### config.mk
export PLATFORM = sky130hd
export DESIGN_NAME = dsi_master_tg
export DESIGN_NICKNAME = d
export VERILOG_FILES = /design/src/rtl/dsi_tg_pkg.sv /design/src/rtl/dsi_tg_cfg.sv /design/src/rtl/dsi_tg_seq.sv /design/src/rtl/dsi_tg_rx.sv /design/src/rtl/dsi_master_tg.sv
export SDC_FILE = /design/constraint.sdc
export NUM_CORES = 1
export LEC_CHECK = 0
export BUFFER_PORTS_ARGS = -buffer_cell sky130_fd_sc_hd__buf_2
export CAP_MARGIN = 0
export CELL_PAD_IN_SITES_DETAIL_PLACEMENT = 1
export CELL_PAD_IN_SITES_GLOBAL_PLACEMENT = 1
export CORE_ASPECT_RATIO = 0.7
export CORE_MARGIN = 2
export CORE_UTILIZATION = 25
export DETAILED_ROUTE_END_ITERATION = 8
export PLACE_DENSITY_LB_ADDON = 0.3
export SYNTH_ARGS = -nofsm -noshare
export SYNTH_HDL_FRONTEND = slang
export SYNTH_SLANG_ARGS = --single-unit
### constraint.sdc
create_clock -name clk -period 25.6 [get_ports clk]
set_input_delay 1.28 -clock clk [delete_from_list [all_inputs] [get_ports clk]]
set_output_delay 1.28 -clock clk [all_outputs]
set_load 0.005 [all_outputs]
### src/rtl/dsi_tg_pkg.sv
package dsi_tg_pkg;

    localparam int unsigned TG_CYC_W  = 18;
    localparam int unsigned TG_MAXB   = 32;
    localparam int unsigned TG_LEN_W  = $clog2(TG_MAXB);

    typedef enum logic [2:0] {
        ST_HIZ,
        ST_IDLE,
        ST_LEAD,
        ST_HIGH,
        ST_LOW,
        ST_TAIL
    } phase_e;

    typedef struct packed {
        logic [TG_CYC_W-1:0] cyc;
        logic [TG_CYC_W-1:0] hi0;
        logic [TG_CYC_W-1:0] hi1;
    } bit_timing_t;

    function automatic logic [TG_CYC_W:0] div_by3(input logic [TG_CYC_W:0] v);
        return v / (TG_CYC_W+1)'(3);
    endfunction

endpackage

### src/rtl/dsi_tg_cfg.sv
module dsi_tg_cfg
    import dsi_tg_pkg::*;
#(
    parameter int unsigned MIN_CYC = 1650
) (
    input  logic [TG_CYC_W-1:0] cyc_req,
    output bit_timing_t         tim,
    output logic                too_short
);
    localparam logic [TG_CYC_W-1:0] MIN_V = TG_CYC_W'(MIN_CYC);

    logic [TG_CYC_W-1:0] c_eff;
    logic [TG_CYC_W:0]   c_ext;

    always_comb begin
        too_short = (cyc_req < MIN_V);
        c_eff     = too_short ? MIN_V : cyc_req;
        c_ext     = {1'b0, c_eff};
        tim.cyc   = c_eff;
        tim.hi0   = TG_CYC_W'(div_by3(c_ext + 1'b1));
        tim.hi1   = TG_CYC_W'(div_by3((c_ext << 1) + 1'b1));
    end
endmodule

### src/rtl/dsi_tg_seq.sv
module dsi_tg_seq
    import dsi_tg_pkg::*;
#(
    parameter int unsigned TAIL_TICKS = 250
) (
    input  logic                clk,
    input  logic                rst,
    input  logic                start,
    input  logic [31:0]         tx_word,
    input  logic [TG_LEN_W-1:0] len_m1,
    input  bit_timing_t         tim_in,
    input  logic                too_short,
    output logic                frame_n,
    output logic                sig,
    output logic                busy,
    output logic                done,
    output logic                cyc_err,
    output logic                accept,
    output logic                cap_fall,
    output logic                cap_rise
);
    localparam logic [TG_CYC_W-1:0] TAIL_LD = TG_CYC_W'(TAIL_TICKS - 1);

    phase_e              st;
    logic [TG_CYC_W-1:0] cnt;
    bit_timing_t         tim_q;
    logic [31:0]         tx_sh;
    logic [TG_LEN_W-1:0] left;
    logic                first_q;
    logic                tick_end;
    logic [TG_CYC_W-1:0] h_cur;
    logic [TG_CYC_W-1:0] h_nxt;

    always_comb begin
        tick_end = (cnt == '0);
        h_cur    = tx_sh[31] ? tim_q.hi1 : tim_q.hi0;
        h_nxt    = tx_sh[30] ? tim_q.hi1 : tim_q.hi0;
        accept   = start && (st == ST_HIZ || st == ST_IDLE);
        frame_n  = (st == ST_HIZ) || (st == ST_IDLE);
        sig      = (st == ST_IDLE) || (st == ST_HIGH);
        busy     = !frame_n;
        cap_fall = (st == ST_HIGH) && tick_end && !first_q;
        cap_rise = (st == ST_TAIL) && tick_end;
    end

    always_ff @(posedge clk) begin
        if (rst) begin
            st      <= ST_HIZ;
            cnt     <= '0;
            tim_q   <= '0;
            tx_sh   <= '0;
            left    <= '0;
            first_q <= 1'b1;
            done    <= 1'b0;
            cyc_err <= 1'b0;
        end else begin
            done <= 1'b0;
            unique case (st)
                ST_HIZ, ST_IDLE: begin
                    if (start) begin
                        st      <= ST_LEAD;
                        cnt     <= tim_in.cyc - 1'b1;
                        tim_q   <= tim_in;
                        tx_sh   <= tx_word << (5'd31 - len_m1);
                        left    <= len_m1;
                        first_q <= 1'b1;
                        cyc_err <= too_short;
                    end
                end
                ST_LEAD: begin
                    if (tick_end) begin
                        st  <= ST_HIGH;
                        cnt <= h_cur - 1'b1;
                    end else cnt <= cnt - 1'b1;
                end
                ST_HIGH: begin
                    if (tick_end) begin
                        st      <= ST_LOW;
                        cnt     <= tim_q.cyc - h_cur - 1'b1;
                        first_q <= 1'b0;
                    end else cnt <= cnt - 1'b1;
                end
                ST_LOW: begin
                    if (tick_end) begin
                        if (left == '0) begin
                            st  <= ST_TAIL;
                            cnt <= TAIL_LD;
                        end else begin
                            st    <= ST_HIGH;
                            left  <= left - 1'b1;
                            tx_sh <= tx_sh << 1;
                            cnt   <= h_nxt - 1'b1;
                        end
                    end else cnt <= cnt - 1'b1;
                end
                ST_TAIL: begin
                    if (tick_end) begin
                        st   <= ST_IDLE;
                        done <= 1'b1;
                    end else cnt <= cnt - 1'b1;
                end
                default: st <= ST_HIZ;
            endcase
        end
    end
endmodule

### src/rtl/dsi_tg_rx.sv
module dsi_tg_rx
    import dsi_tg_pkg::*;
(
    input  logic        clk,
    input  logic        rst,
    input  logic        clear,
    input  logic        cap_fall,
    input  logic        cap_rise,
    input  logic        ret_in,
    input  logic        frame_n,
    output logic [31:0] rx_word,
    output logic        fault
);
    logic f_prev;

    always_ff @(posedge clk) begin
        if (rst) begin
            rx_word <= '0;
            fault   <= 1'b0;
            f_prev  <= 1'b1;
        end else begin
            f_prev <= frame_n;
            if (clear)
                rx_word <= '0;
            else if (cap_fall || cap_rise)
                rx_word <= {rx_word[30:0], ret_in};
            if (clear)
                fault <= 1'b0;
            else if (frame_n && f_prev && ret_in)
                fault <= 1'b1;
        end
    end
endmodule

### src/rtl/dsi_master_tg.sv
module dsi_master_tg
    import dsi_tg_pkg::*;
#(
    parameter int unsigned MIN_CYC    = 1650,
    parameter int unsigned TAIL_TICKS = 250
) (
    input  logic                clk,
    input  logic                rst,
    input  logic                start,
    input  logic [31:0]         tx_word,
    input  logic [TG_LEN_W-1:0] len_m1,
    input  logic [TG_CYC_W-1:0] cyc_ticks,
    input  logic                ret_in,
    output logic                frame_n,
    output logic                sig,
    output logic                busy,
    output logic                done,
    output logic [31:0]         rx_word,
    output logic                fault,
    output logic                cyc_err
);
    bit_timing_t tim;
    logic        too_short;
    logic        accept;
    logic        cap_fall;
    logic        cap_rise;

    dsi_tg_cfg #(.MIN_CYC(MIN_CYC)) u_cfg (
        .cyc_req   (cyc_ticks),
        .tim       (tim),
        .too_short (too_short)
    );

    dsi_tg_seq #(.TAIL_TICKS(TAIL_TICKS)) u_seq (
        .clk       (clk),
        .rst       (rst),
        .start     (start),
        .tx_word   (tx_word),
        .len_m1    (len_m1),
        .tim_in    (tim),
        .too_short (too_short),
        .frame_n   (frame_n),
        .sig       (sig),
        .busy      (busy),
        .done      (done),
        .cyc_err   (cyc_err),
        .accept    (accept),
        .cap_fall  (cap_fall),
        .cap_rise  (cap_rise)
    );

    dsi_tg_rx u_rx (
        .clk      (clk),
        .rst      (rst),
        .clear    (accept),
        .cap_fall (cap_fall),
        .cap_rise (cap_rise),
        .ret_in   (ret_in),
        .frame_n  (frame_n),
        .rx_word  (rx_word),
        .fault    (fault)
    );
endmodule

=== Word level (Yosys, flattened, before mapping) ===
Index checks and enable logic that the tools add are counted.

* Bits in registers: 149
* Bits of input ports: 59
* Output and inout bits: 38
* Word-level logic and storage cells: 94

* Add/subtract/negate cells: 10
* Divide/modulo/power cells: 2
* $lt $le $gt $ge: 1
* Eq/ne operators: 12
* Shifts and indexed selects: 1
* Mux-type cells: 29
* Bitwise operators: 1
* Reduce and logical (&&, ||, !) cells: 25

{| class="wikitable"
|+ Operator list
! operator !! count
|-
| 18-bit 2-to-1 mux || 9
|-
| 32-bit 2-to-1 mux || 3
|-
| 18-bit one-hot mux with 5 select lines || 1
|-
| 18-bit by 1-bit subtractor with 18-bit output, second input constant || 5
|-
| 32-bit one-hot mux with 2 select lines || 1
|-
| 19-bit by 2-bit divider with 19-bit output, second input constant || 2
|-
| 32-bit by 5-bit << shifter with 32-bit output || 1
|-
| 18-bit by 1-bit adder with 19-bit output, second input constant || 1
|-
| 19-bit by 1-bit adder with 19-bit output, second input constant || 1
|-
| 18-bit logical NOT || 1
|-
| 18-bit by 11-bit less-than comparator with 1-bit output, second input constant || 1
|-
| 3-bit 2-to-1 mux || 6
|-
| 18-bit subtractor || 1
|-
| 5-bit 2-to-1 mux || 3
|-
| 3-bit one-hot mux with 5 select lines || 1
|-
| 5-bit one-hot mux with 2 select lines || 1
|-
| 2-bit by 1-bit inequality test with 1-bit output, second input constant || 4
|-
| 3-bit by 2-bit equality test with 1-bit output, second input constant || 2
|-
| 3-bit equality test, second input constant || 2
|-
| 1-bit logical AND || 6
|-
| 2-bit inequality test, second input constant || 3
|-
| 3-bit AND reduction || 2
|-
| 2-bit OR reduction || 3
|-
| 5-bit logical NOT || 1
|-
| other kinds (14) || 20
|}

=== Depth between registers and ports, before layout ===
Gate-level depths: netlist of the first run.

* Word-level depth: 5
* Depth in mapped cells: 57
* Gate-level depth less buffers: 47

=== Hierarchy ===
A second synthesis of the first run with hierarchy kept.

* Cell total of the unflattened synthesis: 2314
* Area, all modules: 17231.5 um^2

{| class="wikitable"
|+ By module, submodules not included
! module !! instances !! cells an instance !! area an instance (um^2) !! seq. area each (um^2)
|-
| dsi_tg_seq || 1 || 1198 || 9469.1 || 2302.2
|-
| dsi_tg_cfg || 1 || 964 || 6333.6 || 0.0
|-
| dsi_tg_rx || 1 || 152 || 1428.9 || 680.7
|}

=== Worst setup path after synthesis of the first run ===
OpenSTA, ideal clock, no wires.

* Path kind: in2reg
* From: input cyc_ticks[11]
* To: register u_seq.tim_q[0] (netlist bit)
* Library setup time: 0.088 ns
* Arrival time: 13.482 ns
* Required time: 25.512 ns
* Slack: 12.029 ns
* Stages: 50
* Buffers on the path: 5
* Cell sequence: buf_2 > nor3_1 > and3_1 > buf_2 > nand2_1 > nand2_1 > ha_1 > nor4b_4 > o211ai_2 > a2111o_1 > a2111oi_2 > nor2_1 > a211o_1 > o211a_1 > or2_0 > buf_2 > or4_4 > o221ai_4 > (+14 left out) > mux2i_1 > nand3_1 > a221o_1 > or4b_1 > and3_1 > o22ai_1 > o21ai_1 > a311o_1 > a211oi_1 > a21oi_1 > xnor2_1 > ha_1 > a211oi_1 > a311oi_2 > nor4b_1 > or3_1 > o21ai_1 > a311oi_2

* Cells in the longest elaborated chain, start to end: 4

{| class="wikitable"
|+ Ends and longest elaborated chain
! what !! line !! RTL
|-
| start, declared || dsi_master_tg.sv:12 || <nowiki>input logic [TG_CYC_W-1:0] cyc_ticks,</nowiki>
|-
| 18-bit by 11-bit less-than comparator with 1-bit output || dsi_tg_cfg.sv:16 || <nowiki>too_short = (cyc_req < MIN_V);</nowiki>
|-
| 18-bit 2-to-1 mux * || dsi_tg_cfg.sv:17 || <nowiki>c_eff = too_short ? MIN_V : cyc_req;</nowiki>
|-
| 19-bit by 1-bit adder with 19-bit output * || dsi_tg_cfg.sv:21 || <nowiki>tim.hi1 = TG_CYC_W'(div_by3((c_ext << 1) + 1'b1));</nowiki>
|-
| 19-bit by 2-bit divider with 19-bit output * || dsi_tg_pkg.sv:23 || <nowiki>return v / (TG_CYC_W+1)'(3);</nowiki>
|-
| end signal, assigned || dsi_tg_seq.sv:63 || <nowiki>tim_q <= tim_in;</nowiki>
|-
| end, declared || dsi_tg_seq.sv:26 || <nowiki>bit_timing_t tim_q;</nowiki>
|}

Mark *: on every way between the ends. The rest lies on a longest branch, timed or not.
A chain may end at the register's enable or synchronous reset.

=== Worst setup path in the final report of the first run ===
* From: input cyc_ticks[13]
* To: register u_seq.tim_q[0] (netlist bit)

The elaborated chain is that of the path after synthesis.

==> results of run 1 <==
## report_power, final
part	leakage [nW]	switching [mW]	internal, mW	total [mW]
clock network	0.267	0.117	0.144	0.262
logic	4.99	0.441	0.262	0.703
registers	1.22	0.0215	0.251	0.273
total	6.48	0.580	0.658	1.24
## cells in the mapped netlist, drive strengths merged, types with 22 or more instances
library cell	n
nand2	312
nor2	264
a21oi	214
dfxtp	149
o21ai	136
clkbuf	127
nor3	111
xnor2	100
mux2i	77
a211oi	66
nand3	58
xor2	51
o211ai	49
and2	34
inv	32
mux2	32
ha	29
a21o	25
buf	25
nand2b	25
a221oi	23
nand4	23
and3	22
o31ai	22
## state kept, by name, indices dropped and copies added, names as in the netlist
signal and cells:
u_rx.f_prev 1, u_rx.fault 1, u_rx.rx_word 32, u_seq.cnt 18, u_seq.cyc_err 1, u_seq.done 1, u_seq.first_q 1, u_seq.left 5
u_seq.st 3, u_seq.tim_q 54, u_seq.tx_sh 32
## final cells by class
type                            count  area [µm²]  share of cell area (%)
Antenna cell                        4        10.0                  0.0547
Clock buffer                       18         429                    2.35
Clock inverter                     13         149                   0.814
Inverter                           34         128                   0.698
Multi-Input combinational cell   1998       12800                    69.9
Sequential cell                   149        2980                    16.3
Tap cell                          880        1100                    6.02
Timing Repair Buffer              127         716                    3.91
## stage by stage
| step | hold WS, ns | util (%) | setup slack [ns] |
|---|---|---|---|
| after floorplan | 0.432 | - | 12.03 |
| after global placement | 0.440 | 27.2 | 8.88 |
| after detailed placement | 0.447 | 27.2 | 8.01 |
| after CTS | 0.457 | 28.1 | 8.46 |
| after global routing | 0.478 | 28.1 | 6.61 |
| final | 0.458 | 28.1 | 8.10 |
## logic make-up after synthesis
family / synth area share [%]
buffers and inverters: 4.45
flip-flops: 18.1
XOR/XNOR: 8.30
AND/OR/NAND/NOR: 27.6
AO/OA/AOI/OAI: 30.5
multiplexers: 8.69
adder cells (fa/ha/maj): 2.32
## worst register-to-register path: stages, from the launching register on
cell and delay, ns:
sky130_fd_sc_hd__dfxtp_1 0.31, sky130_fd_sc_hd__buf_4 0.33, sky130_fd_sc_hd__mux2i_1 0.43, sky130_fd_sc_hd__ha_1 0.31, sky130_fd_sc_hd__a21o_1 0.18, sky130_fd_sc_hd__a21o_1 0.20, sky130_fd_sc_hd__a21o_1 0.20, sky130_fd_sc_hd__a21oi_1 0.25
sky130_fd_sc_hd__o21bai_1 0.11, sky130_fd_sc_hd__a21oi_1 0.25, sky130_fd_sc_hd__o21bai_1 0.10, sky130_fd_sc_hd__a21oi_1 0.27, sky130_fd_sc_hd__nor2b_1 0.09, sky130_fd_sc_hd__o21a_1 0.19, sky130_fd_sc_hd__o21a_1 0.18, sky130_fd_sc_hd__o21a_1 0.20
sky130_fd_sc_hd__o21a_1 0.20, sky130_fd_sc_hd__o21a_1 0.19, sky130_fd_sc_hd__o21ai_0 0.24, sky130_fd_sc_hd__nand2b_1 0.09, sky130_fd_sc_hd__a21oi_1 0.18, sky130_fd_sc_hd__xnor2_1 0.11, sky130_fd_sc_hd__a31oi_1 0.17, sky130_fd_sc_hd__o22ai_1 0.10
sky130_fd_sc_hd__a311oi_1 0.22
## metal layers
layer / global-route usage (%) / wire length, µm / up-vias
li1: - / - / 8601
met1: 29.7 / 35200 / 8970
met2: 27.5 / 27100 / 401
met3: 3.90 / 4020 / 43
met4: 3.46 / 716 / 2
met5: 0 / 9 / -
## worst paths after layout
check               endpoint  slack [ns]  cells after the start
min reg2reg  u_seq.tx_sh[24]        0.46                      2
min          u_seq.tx_sh[24]        0.46                      2
max           u_seq.tim_q[0]        8.10                     45
max reg2reg    u_seq.cnt[17]       20.39                     24
==> results.txt, run 1 <==
- The initialized floorplan defines 78 standard-cell rows.
- The worst setup path is of the input pin to register kind.
- Clock-pin slew was measured on the worst setup and hold paths at 0.07 ns.
- The share of the Yosys chip area taken by registers is 18.1%.
* Dpl hpwl: 51.9 mm
- Power spread over the standard cell area amounts to 67.6 nW/µm².
* CTS tree: yes
- Final Net Count: 2416
- For the worst setup path, the data required time is 25.97 ns.
* Hold Path Class: register to register
- Synth area leader: sky130_fd_sc_hd__dfxtp_1
- Placed cell area: 17700 µm²
- Yosys reg bits: 149
- Number of failing setup endpoints in the final timing report: 0
- The routed design has 67.0 mm of wire.
- In this run the tool buffered the top-level ports with 96 buffer cells.
- The worst setup path is launched from an input pin.
- Number of filler instances in the final layout: 8090
- Counting both buffers and inverters, the worst setup path holds a total of 1.
* Netlist area before placement: 16500 µm²
* Remaining max-slew budget at the tightest pin: 15.1%
* Final cell count without fillers: 3223
* Die area: 68000 µm²
- Measured slew at the worst slew-check pin: 1.27 ns
* Wire length of the first global-routing pass: 105 mm
* Number of buffers created by CTS: 17
- Vias in the first global route: 17800
- For this run, asynchronously set or reset flops after synthesis account for 0%.
- Once the clock tree was built, the resizer swapped 0 gates to a different size.
- Max incr delay on CP: 0.99 ns
- Iter 0 DRT Violations: 1437
- For the final database, setup skew stands at 0.0134 ns.
* Die extent in x: 311 µm
- Commonest non-fill, non-tap cell in the layout: sky130_fd_sc_hd__nand2_1
* Kind of cell adding the most delay to the critical path: simple AND/OR/NAND/NOR gates
- Run status: completed
- Yosys mapped the design onto 117 distinct sky130hd cell types.
- Start point of the critical path: cyc_ticks[13]
* RSZ-0062 raised after global routing: false
- Clock tree synthesis found a total of 149 sinks.
- Number of vias per cell: 5.59
- Across all layers, the routed design uses 18000 vias.
- Worst-case vdd ir drop: 0.0000438 V
* Core region area: 65000 µm²
* Top cells by area, synth: sky130_fd_sc_hd__dfxtp_1 18%, sky130_fd_sc_hd__nand2_1 7.1%, sky130_fd_sc_hd__a21oi_1 6.5%
* Number of nets produced by synthesis: 2422
* Endpoint type of the worst setup path: register
- Most frequent cells in the layout: 309 x sky130_fd_sc_hd__nand2_1, 261 x sky130_fd_sc_hd__nor2_1, 212 x sky130_fd_sc_hd__a21oi_1
* Average routed wire per standard cell: 20.8 µm
- In the final layout, the share of cells above drive strength 1 is 11.6%.
* Main flop type after synthesis: sky130_fd_sc_hd__dfxtp_1
- Height of the die: 219 µm
* Number of iterations in the first detailed-routing pass: 5
- Grt ovf: 0
- The total count of hold-check failures in the final report is 0.
- CP max FO: 32
* Max capacitance violation total: 0
* Final cell area excluding filler cells: 18300 µm²
- Global routing used 19.4% of the available tracks across all layers.
- Clock period minus worst slack: 17.50 ns
- The worst path uses 68.4% of the clock period.
- Final GP Congestion: 0.906
- Antenna violations before repair: 4
* Cell total after placement: 3188
- H-tree depth: 4
- For this configuration, the core starts out at a cell density of 25.3%.
- Clock Tree Root: sky130_fd_sc_hd__clkbuf_16
* Final max-slew violation count: 0
- Yosys mapped a number of flops with a built-in enable equal to 0.
* Insertion delay to the later sink of the worst-skew pair: 0.45 ns
- Total of warnings raised by yosys: 0
- Fmax: 57.1 MHz
* Worst path arrival time: 17.87 ns
* Maximum clock path buffer count: 2
* Max stage delay cell, worst path: sky130_fd_sc_hd__nor4_1
- R2R Path Start: u_seq.tx_sh[31]
- Setup TNS after final layout: 0 ns
- During I/O placement, the number of pins put on the boundary was 97.
- Detailed-route DRC error count: 0
- Area Growth Syn to Fin: 11.1%
- The design draws 1.24 mW.
- The startpoint identified for the worst hold timing path is u_seq.tx_sh[24].
- Static leakage: 6.48 nW
- Area fraction of the dominant cell type after synthesis: 18.1%
* Number of routed nets with antenna violations: 0
* Largest net degree at the start of global routing: 68
* Post-CTS setup-driven buffer insertion count: 0
- Total of hold buffers inserted after clock tree synthesis: 0
- Number of instances in the synthesized netlist: 2333
- Avg Synthesized Cell Area: 7.06 µm²
No activity file was read; power rests on OpenSTA's default activity.
==> inputs of run 2 (changes only) <==
==> constraint.sdc (replaced) <==
create_clock -name clk -period 15.2 [get_ports clk]
set_input_delay 0.76 -clock clk [delete_from_list [all_inputs] [get_ports clk]]
set_output_delay 0.76 -clock clk [all_outputs]
set_load 0.005 [all_outputs]
==> run 2 against run 1 <==
Net effect:
- first-iteration DRC count is 1.9% lower
- via count up 1.5%
- sequential share of layout area is 0.47 points lower
- critical path type unchanged
==> results.txt, run 2 (synthesis results as in run 1) <==
* Height of the die: 219 µm (unchanged)
- CTS tree: yes
- Worst path arrival time: 14.77 ns (-3.10 ns)
* Part of the power in registers: 21.2% (-0.8 points)
* Antenna violations before repair: 2 (-2)
- The maximum clock insertion buffer count came to 2 (unchanged).
- The number of failing setup endpoints in the final timing report was 0 (unchanged).
* Max stage delay cell, worst path: sky130_fd_sc_hd__or4_4
- The stage delay of the slowest cell on the critical path was 0.60 ns (-0.39 ns).
* Number of cell rows: 78 (unchanged)
* Core region area: 65000 µm² (unchanged)
- Clock period minus worst slack: 14.44 ns
* Static leakage: 6.79 nW (+4.8%)
- The detail-routed via count per cell is 5.60 (+0.11%).
- The post-route cell area is 18800 µm² (+3.0%).
* Iter 0 DRT Violations: 1409 (-1.9%)
* Die extent in x: 311 µm (unchanged)
* Clock Tree Root: sky130_fd_sc_hd__clkbuf_16
- Max capacitance violation total: 0 (unchanged)
* Remaining max-slew budget at the tightest pin: 15.6% (+0.47 points)
- The full die area came to 68000 µm² (unchanged).
- Final cell count without fillers: 3267 (+1.4%)
- The starting density of the core is 25.3% (unchanged).
- Worst-case vdd ir drop: 0.0000812 V (+86%)
- The critical path buffer and inverter count was 1 (unchanged).
* Critical path data required time: 15.53 ns (-10.44 ns)
- Layout cells sized above 1: 13.8% (+2.2 points)
- Final wirelength: 68.6 mm (+2.3%)
- Register containing the most flip-flops in the final layout: u_seq.tim_q
- Placed cell area: 18000 µm² (+1.9%)
- The number of vias after detailed routing came to 18300 (+1.5%).
- Number of iterations in the first detailed-routing pass: 7 (+2)
- The area growth from synthesis to layout is 14.4%.
* Startpoint-to-endpoint class of the critical path: input pin to register
* Sw Pwr: 0.991 mW (+71%)
- Number of buffers inserted by port buffering: 96 (unchanged)
* Fmax: 69.2 MHz
- Gate power share: 56.3% (-0.5 points)
- Setup slack of the critical path after layout: 0.757 ns (-7.34 ns)
- The clock latency reported for the late side of the worst-skew pair was 0.46 ns (about the same).
* Measured slew at the worst slew-check pin: 1.26 ns (-0.00880 ns)
- The cell internal power dissipation came to 1.19 mW (+81%).
- Hold Path Class: register to register
- The routability-driven placement congestion ratio is 0.926 (+2.3%).
- The kind of cell with the highest combined delay along the critical path is compound AO/OA/AOI/OAI gates.
- Count of pins on the block boundary: 97 (unchanged)
- Switching power as a share of total power: 45.4% (-1.4 points)
* Most frequent cells in the layout: 309 x sky130_fd_sc_hd__nand2_1, 260 x sky130_fd_sc_hd__nor2_1, 212 x sky130_fd_sc_hd__a21oi_1
- The setup clock skew after layout was 0.0146 ns (+0.00120 ns).
- Final cycle utilization of the critical path: 95.0%
* Grt ovf: 0 (unchanged)
- The total count of hold-check failures in the final report came to 0 (unchanged).
- The highest net fanout along the worst path is 12 (-63%).
- Wire length of the first global-routing pass: 107 mm (+1.9%)
* H-tree depth: 4 (unchanged)
- The clock transition at the register clock pins on the worst setup and hold paths after CTS was 0.08 ns (about the same).
- The aggregate global-route resource usage came to 19.7% (+0.30 points).
- The core occupancy in the finished layout was 29.0% (+0.84 points).
- Registers with the most flip-flops: u_seq.tim_q x54, u_rx.rx_word x32, u_seq.tx_sh x32
- The pin count of the biggest net entering global routing came to 72 (+5.9%).
- RSZ-0062 raised after global routing: false
* Number of buffers created by CTS: 17 (unchanged)
- The HPWL after detailed placement came to 53.4 mm (+2.9%).
* Endpoint type of the worst setup path: register
- The wire length per cell after detailed routing was 21.0 µm (+0.88%).
* Clock network fraction of total power: 22.5% (+1.3 points)
* TritonCTS Sinks: 149 (unchanged)
- Final Net Count: 2460 (+1.8%)
- Max FFs per register: 54 (unchanged)
- Setup TNS after final layout: 0 ns (unchanged)
- The final-report max-slew violation count was 0 (unchanged).
* Total of hold buffers inserted after clock tree synthesis: 0 (unchanged)
- The final antenna-violating net count came to 0 (unchanged).
* Worst setup SP type: input pin
- Total power after layout: 2.18 mW (+76%)
- Commonest non-fill, non-tap cell in the layout: sky130_fd_sc_hd__nand2_1
- Pwr Density: 116 nW/µm² (+71%)
- The worst slack after detailed placement is 0.000540 ns (-8.01 ns).
- By instance count, the cell type seen most on the critical path is sky130_fd_sc_hd__nand2_1.
- The number of global-route vias before repair came to 17900 (+0.50%).
- The tightest hold margin is 0.457 ns (-0.000607 ns).
- The flow ran to the end, and the final reports show no timing, DRC or antenna violations.
- The placed cell count came to 3232 (+1.4%).
* Detailed-route DRC error count: 0 (unchanged)
run 2: cell types whose count changed in the layout (fill, tap and decap cells not counted), sizes merged:
cell,previous run,this run
inv,36,37
clkinv,4,3
clkinvlp,5,2
bufinv,2,5
buf,127,171
run 2: worst paths after layout:
path | from | depth (start not counted) | slack, ns | end
max | cyc_ticks[2] | 48 | 0.76 | u_seq.tim_q[0]
min | u_seq.tx_sh[27] | 2 | 0.46 | u_seq.tx_sh[27]
max reg2reg | u_seq.tx_sh[31] | 23 | 9.32 | u_seq.cnt[17]
min reg2reg | u_seq.tx_sh[27] | 2 | 0.46 | u_seq.tx_sh[27]
run 2: area by class of cell:
| cell class | instances | area, µm² |
|---|---|---|
| Antenna cell | 4 | 10.0 |
| Inverter | 34 | 128 |
| Tap cell | 880 | 1100 |
| Multi-Input combinational cell | 1998 | 12900 |
| Sequential cell | 149 | 2980 |
| Clock buffer | 18 | 439 |
| Fill cell | 8079 | 46200 |
| Clock inverter | 13 | 220 |
| Timing Repair Buffer | 171 | 1050 |
run 2: worst register-to-register path, delay by kind of cell, from the launching register on:
kind | cells | cell delay [ns]
AOI/OAI and AO/OA | 18 | 3.49
xor gates and xnor gates | 1 | 0.11
adders and majority gates | 1 | 0.33
DFF | 1 | 1.16
muxes | 1 | 0.55
and+or+nand+nor | 2 | 0.17
run 2: routing by layer:
| layer | part of all wire [%] | track usage [%] | wire (µm) | vias up |
|---|---|---|---|---|
| met2 | 41 | 28.5 | 28200 | 451 |
| met5 | 0.019 | 0 | 13 | - |
| met3 | 4.7 | 2.62 | 3260 | 39 |
| met1 | 53 | 30.9 | 36600 | 9088 |
| li1 | - | - | - | 8703 |
| met4 | 0.80 | 2.62 | 549 | 2 |
run 2: power groups by stage:
stage / combinational [mW] / sequential [mW] / clock [mW]
CTS: 1.20 / 0.462 / 0.505
global placement: 1.16 / 0.468 / 0
finish: 1.23 / 0.462 / 0.491
floorplan: 0.890 / 0.452 / 0
detailed placement: 1.19 / 0.470 / 0
global route: 1.34 / 0.467 / 0.523
run 2: what timing repair did:
| item | in CTS | in global routing |
|---|---|---|
| setup buffers | 0 | 0 |
| gates resized for setup | 0 | 21 |
| endpoints found under the setup margin | 0 | 2 |
==> inputs of run 3 (changes only) <==
--- a/config.mk
+++ b/config.mk
@@ -11,7 +11,7 @@
 export CELL_PAD_IN_SITES_GLOBAL_PLACEMENT = 1
 export CORE_ASPECT_RATIO = 0.7
 export CORE_MARGIN = 2
-export CORE_UTILIZATION = 25
+export CORE_UTILIZATION = 42
 export DETAILED_ROUTE_END_ITERATION = 8
 export PLACE_DENSITY_LB_ADDON = 0.3
 export SYNTH_ARGS = -nofsm -noshare
==> run 3 against run 2 <==
Net effect:
- flip-flop and latch count unchanged
- setup slack better by 0.076 ns
- count of clock-buffer cells in the layout down 1
- combinational power about the same
- non-clock buffer count down 9
- cell area down 2.9%
- critical endpoint unchanged
- largest cell class unchanged
==> results.txt, run 3 (synthesis results as in run 1) <==
- Run status: completed
- Number of vias per cell: 6.48 (+16%)
- Gate power share: 58.0% (+1.7 points)
- The required time reported for the critical path endpoint is 15.52 ns (about the same).
- Clock tree skew after final layout: 0.0123 ns (-0.00231 ns)
- Registers with the most flip-flops: u_seq.tim_q x54, u_rx.rx_word x32, u_seq.tx_sh x32
- Detailed-route DRC error count: 0 (unchanged)
- Hold Path Class: register to register
- The TritonCTS buffer count was 17 (unchanged).
- Final wirelength: 66.2 mm (-3.5%)
- Average routed wire per standard cell: 22.8 µm (+8.6%)
- Reg2Reg Setup Slack: 9.92 ns (+0.60 ns)
* WHS Endpoint: u_seq.cyc_err
- The worst-margin pin slew was 1.25 ns (-0.0116 ns).
* Count of pins on the block boundary: 97 (unchanged)
- Commonest non-fill, non-tap cell in the layout: sky130_fd_sc_hd__nand2_1
* Largest net degree at the start of global routing: 86 (+19%)
- The layout net count came to 2451 (-0.37%).
- TritonCTS Sinks: 149 (unchanged)
- The switching portion of total power was 47.9% (+2.5 points).
- TritonCTS built the clock tree.
* Kind of cell adding the most delay to the critical path: compound AO/OA/AOI/OAI gates
- Layout cells sized above 1: 13.9% (about the same)
- The highest net fanout along the worst path was 16 (+4).
* Area Growth Syn to Fin: 11.1%
* Endpoint type of the worst setup path: register
- The final critical-path setup slack was 0.833 ns (+0.0760 ns).
* Final GP Congestion: 0.952 (+2.8%)
* Worst reg2reg endpoint: u_seq.cnt[17]
* Startpoint-to-endpoint class of the critical path: input pin to register
- The starting density of the core is 42.8% (+17 points).
- The total congestion overflow after global routing is 0 (unchanged).
- The initial antenna violation count was 2 (unchanged).
* Worst Reg2Reg Path Length in Cells: 24 (+4.3%)
- The detailed-routing iteration count for the pre-antenna-repair pass is 5 (-2).
- Final cell area excluding filler cells: 18300 µm² (-2.9%)
- Worst setup SP type: input pin
- H-tree depth: 4 (unchanged)
* Dpl hpwl: 50.8 mm (-5.0%)
- The port buffer count came to 96 (unchanged).
- Number of filler instances in the final layout: 4947 (-39%)
- The total count of hold-check failures in the final report is 0 (unchanged).
- Iter 0 DRT Violations: 1828 (+30%)
- Die extent in x: 241 µm (-23%)
* Insertion delay to the later sink of the worst-skew pair: 0.46 ns (about the same)
- Min-Delay Path Depth: 2 (unchanged)
* Most frequent cells in the layout: 309 x sky130_fd_sc_hd__nand2_1, 260 x sky130_fd_sc_hd__nor2_1, 212 x sky130_fd_sc_hd__a21oi_1
- Static leakage: 6.73 nW (-0.91%)
- The max-capacitance violation count came to 0 (unchanged).
- The power share of the clock group came to 20.5% (-2.0 points).
- In this run the most critical hold path is launched from u_seq.cyc_err.
* Clock Tree Root: sky130_fd_sc_hd__clkbuf_16
- Counting flops per register, the top entry is u_seq.tim_q.
- The full die area was 40800 µm² (-40%).
* Sw Pwr: 1.02 mW (+3.2%)
* Internal cell power: 1.11 mW (-6.7%)
* Worst path arrival time: 14.69 ns (-0.08 ns)
- The largest vdd supply drop came to 0.000109 V (+34%).
- The cell that appears most often on the critical path is sky130_fd_sc_hd__xnor2_1.
- The area of the core is 38500 µm² (-41%).
* Maximum clock path buffer count: 2 (unchanged)
- Via count: 18800 (+3.0%)
- The shortest clock period the worst path allows after layout was 14.37 ns (-0.0760 ns).
- Placed cell area: 17500 µm² (-2.9%)
* Overall routing resource usage: 31.7% (+12 points)
- The critical path buffer and inverter count came to 2 (+1).
- Max FFs per register: 54 (unchanged)
* Number of failing setup endpoints in the final timing report: 0 (unchanged)
* Fmax: 69.6 MHz (+0.53%)
- Final cycle utilization of the critical path: 94.5% (-0.50 points)
- The worst register-to-register path begins at u_seq.tx_sh[31].
- Part of the power in registers: 21.5% (+0.3 points)
- Number of routed nets with antenna violations: 0 (unchanged)
- Wire length of the first global-routing pass: 103 mm (-3.9%)
- Worst slack after detailed placement: -0.214 ns (-0.214 ns)
- Remaining max-slew budget at the tightest pin: 16.5% (+0.89 points)
* Clock transition time at the flip-flop clock pins of the worst setup and hold paths: 0.07 ns (about the same)
- The overall power is 2.13 mW (-2.2%).
* Final max-slew violation count: 0 (unchanged)
- The floorplan die height was 170 µm (-22%).
- Max stage delay cell, worst path: sky130_fd_sc_hd__or4b_1
- Max incr delay on CP: 0.72 ns (+0.12 ns)
* Vias in the first global route: 18200 (+1.6%)
* Number of cell rows: 60 (-23%)
* Pwr Density: 117 nW/µm² (+0.69%)
- Final hold slack: 0.461 ns (+0.00322 ns)
## run 3: cell count changes in the layout (fill, tap and decap cells not counted), sizes merged
cell      change
clkinvlp      -1
clkinv        +3
buf           -9
inv           +5
bufinv        -5
clkbuf        -1
diode         -2
## run 3: stage by stage
stage | util [%] | setup TNS [ns] | cells
after floorplan | - | 0 | 2333
after global placement | 45.5 | 0 | 2868
after detailed placement | 45.5 | -0.214 | 2868
after CTS | 47.0 | 0 | 2900
after global routing | 47.5 | -0.0395 | 2904
final | 47.5 | 0 | 2904
## run 3: per-layer routing
metal / wire length (µm) / vias up / global-route usage (%)
met4: 895 / 0 / 7.08
met2: 28100 / 648 / 45.9
met1: 32200 / 9435 / 47.3
li1: - / 8670 / -
met5: 0 / - / 0
met3: 5010 / 72 / 6.73
## run 3: how the worst max path moves through the flow
stage / startpoint / endpoint / cells after the start
global route: cyc_ticks[12] / u_seq.tim_q[0] / 47
CTS: cyc_ticks[12] / u_seq.tim_q[0] / 46
global placement: cyc_ticks[12] / u_seq.tim_q[0] / 44
floorplan: cyc_ticks[11] / u_seq.tim_q[0] / 50
finish: cyc_ticks[16] / u_seq.tim_q[0] / 48
detailed placement: cyc_ticks[12] / u_seq.tim_q[0] / 46
## run 3: power groups by stage
stage          Clock [mW]  Combinational [mW]  Sequential, mW
2_1_floorplan           0               0.890           0.452
3_3_place_gp            0                1.13           0.464
3_5_place_dp            0                1.18           0.466
4_1_cts             0.443                1.19           0.458
5_1_grt             0.461                1.35           0.463
6_report            0.437                1.24           0.459
## run 3: cell type report
type / count / area (µm²) / share of cell area [%]
Antenna cell: 2 / 5.00 / 0.0273
Clock buffer: 17 / 425 / 2.32
Clock inverter: 15 / 173 / 0.943
Inverter: 34 / 128 / 0.697
Timing Repair Buffer: 162 / 978 / 5.35
Multi-Input combinational cell: 1998 / 12900 / 70.8
Sequential cell: 149 / 2980 / 16.3
Tap cell: 527 / 659 / 3.60
## run 3: worst min-delay path, cell delays in order (launching register included)
cell,delay (ns)
sky130_fd_sc_hd__dfxtp_1,0.31
sky130_fd_sc_hd__nand2_1,0.05
sky130_fd_sc_hd__a21oi_1,0.05
## run 3: what timing repair did
action	CTS	global route
setup endpoints to repair	0	2
buffers inserted	0	2
hold buffers	0	0
gates resized for setup	0	26
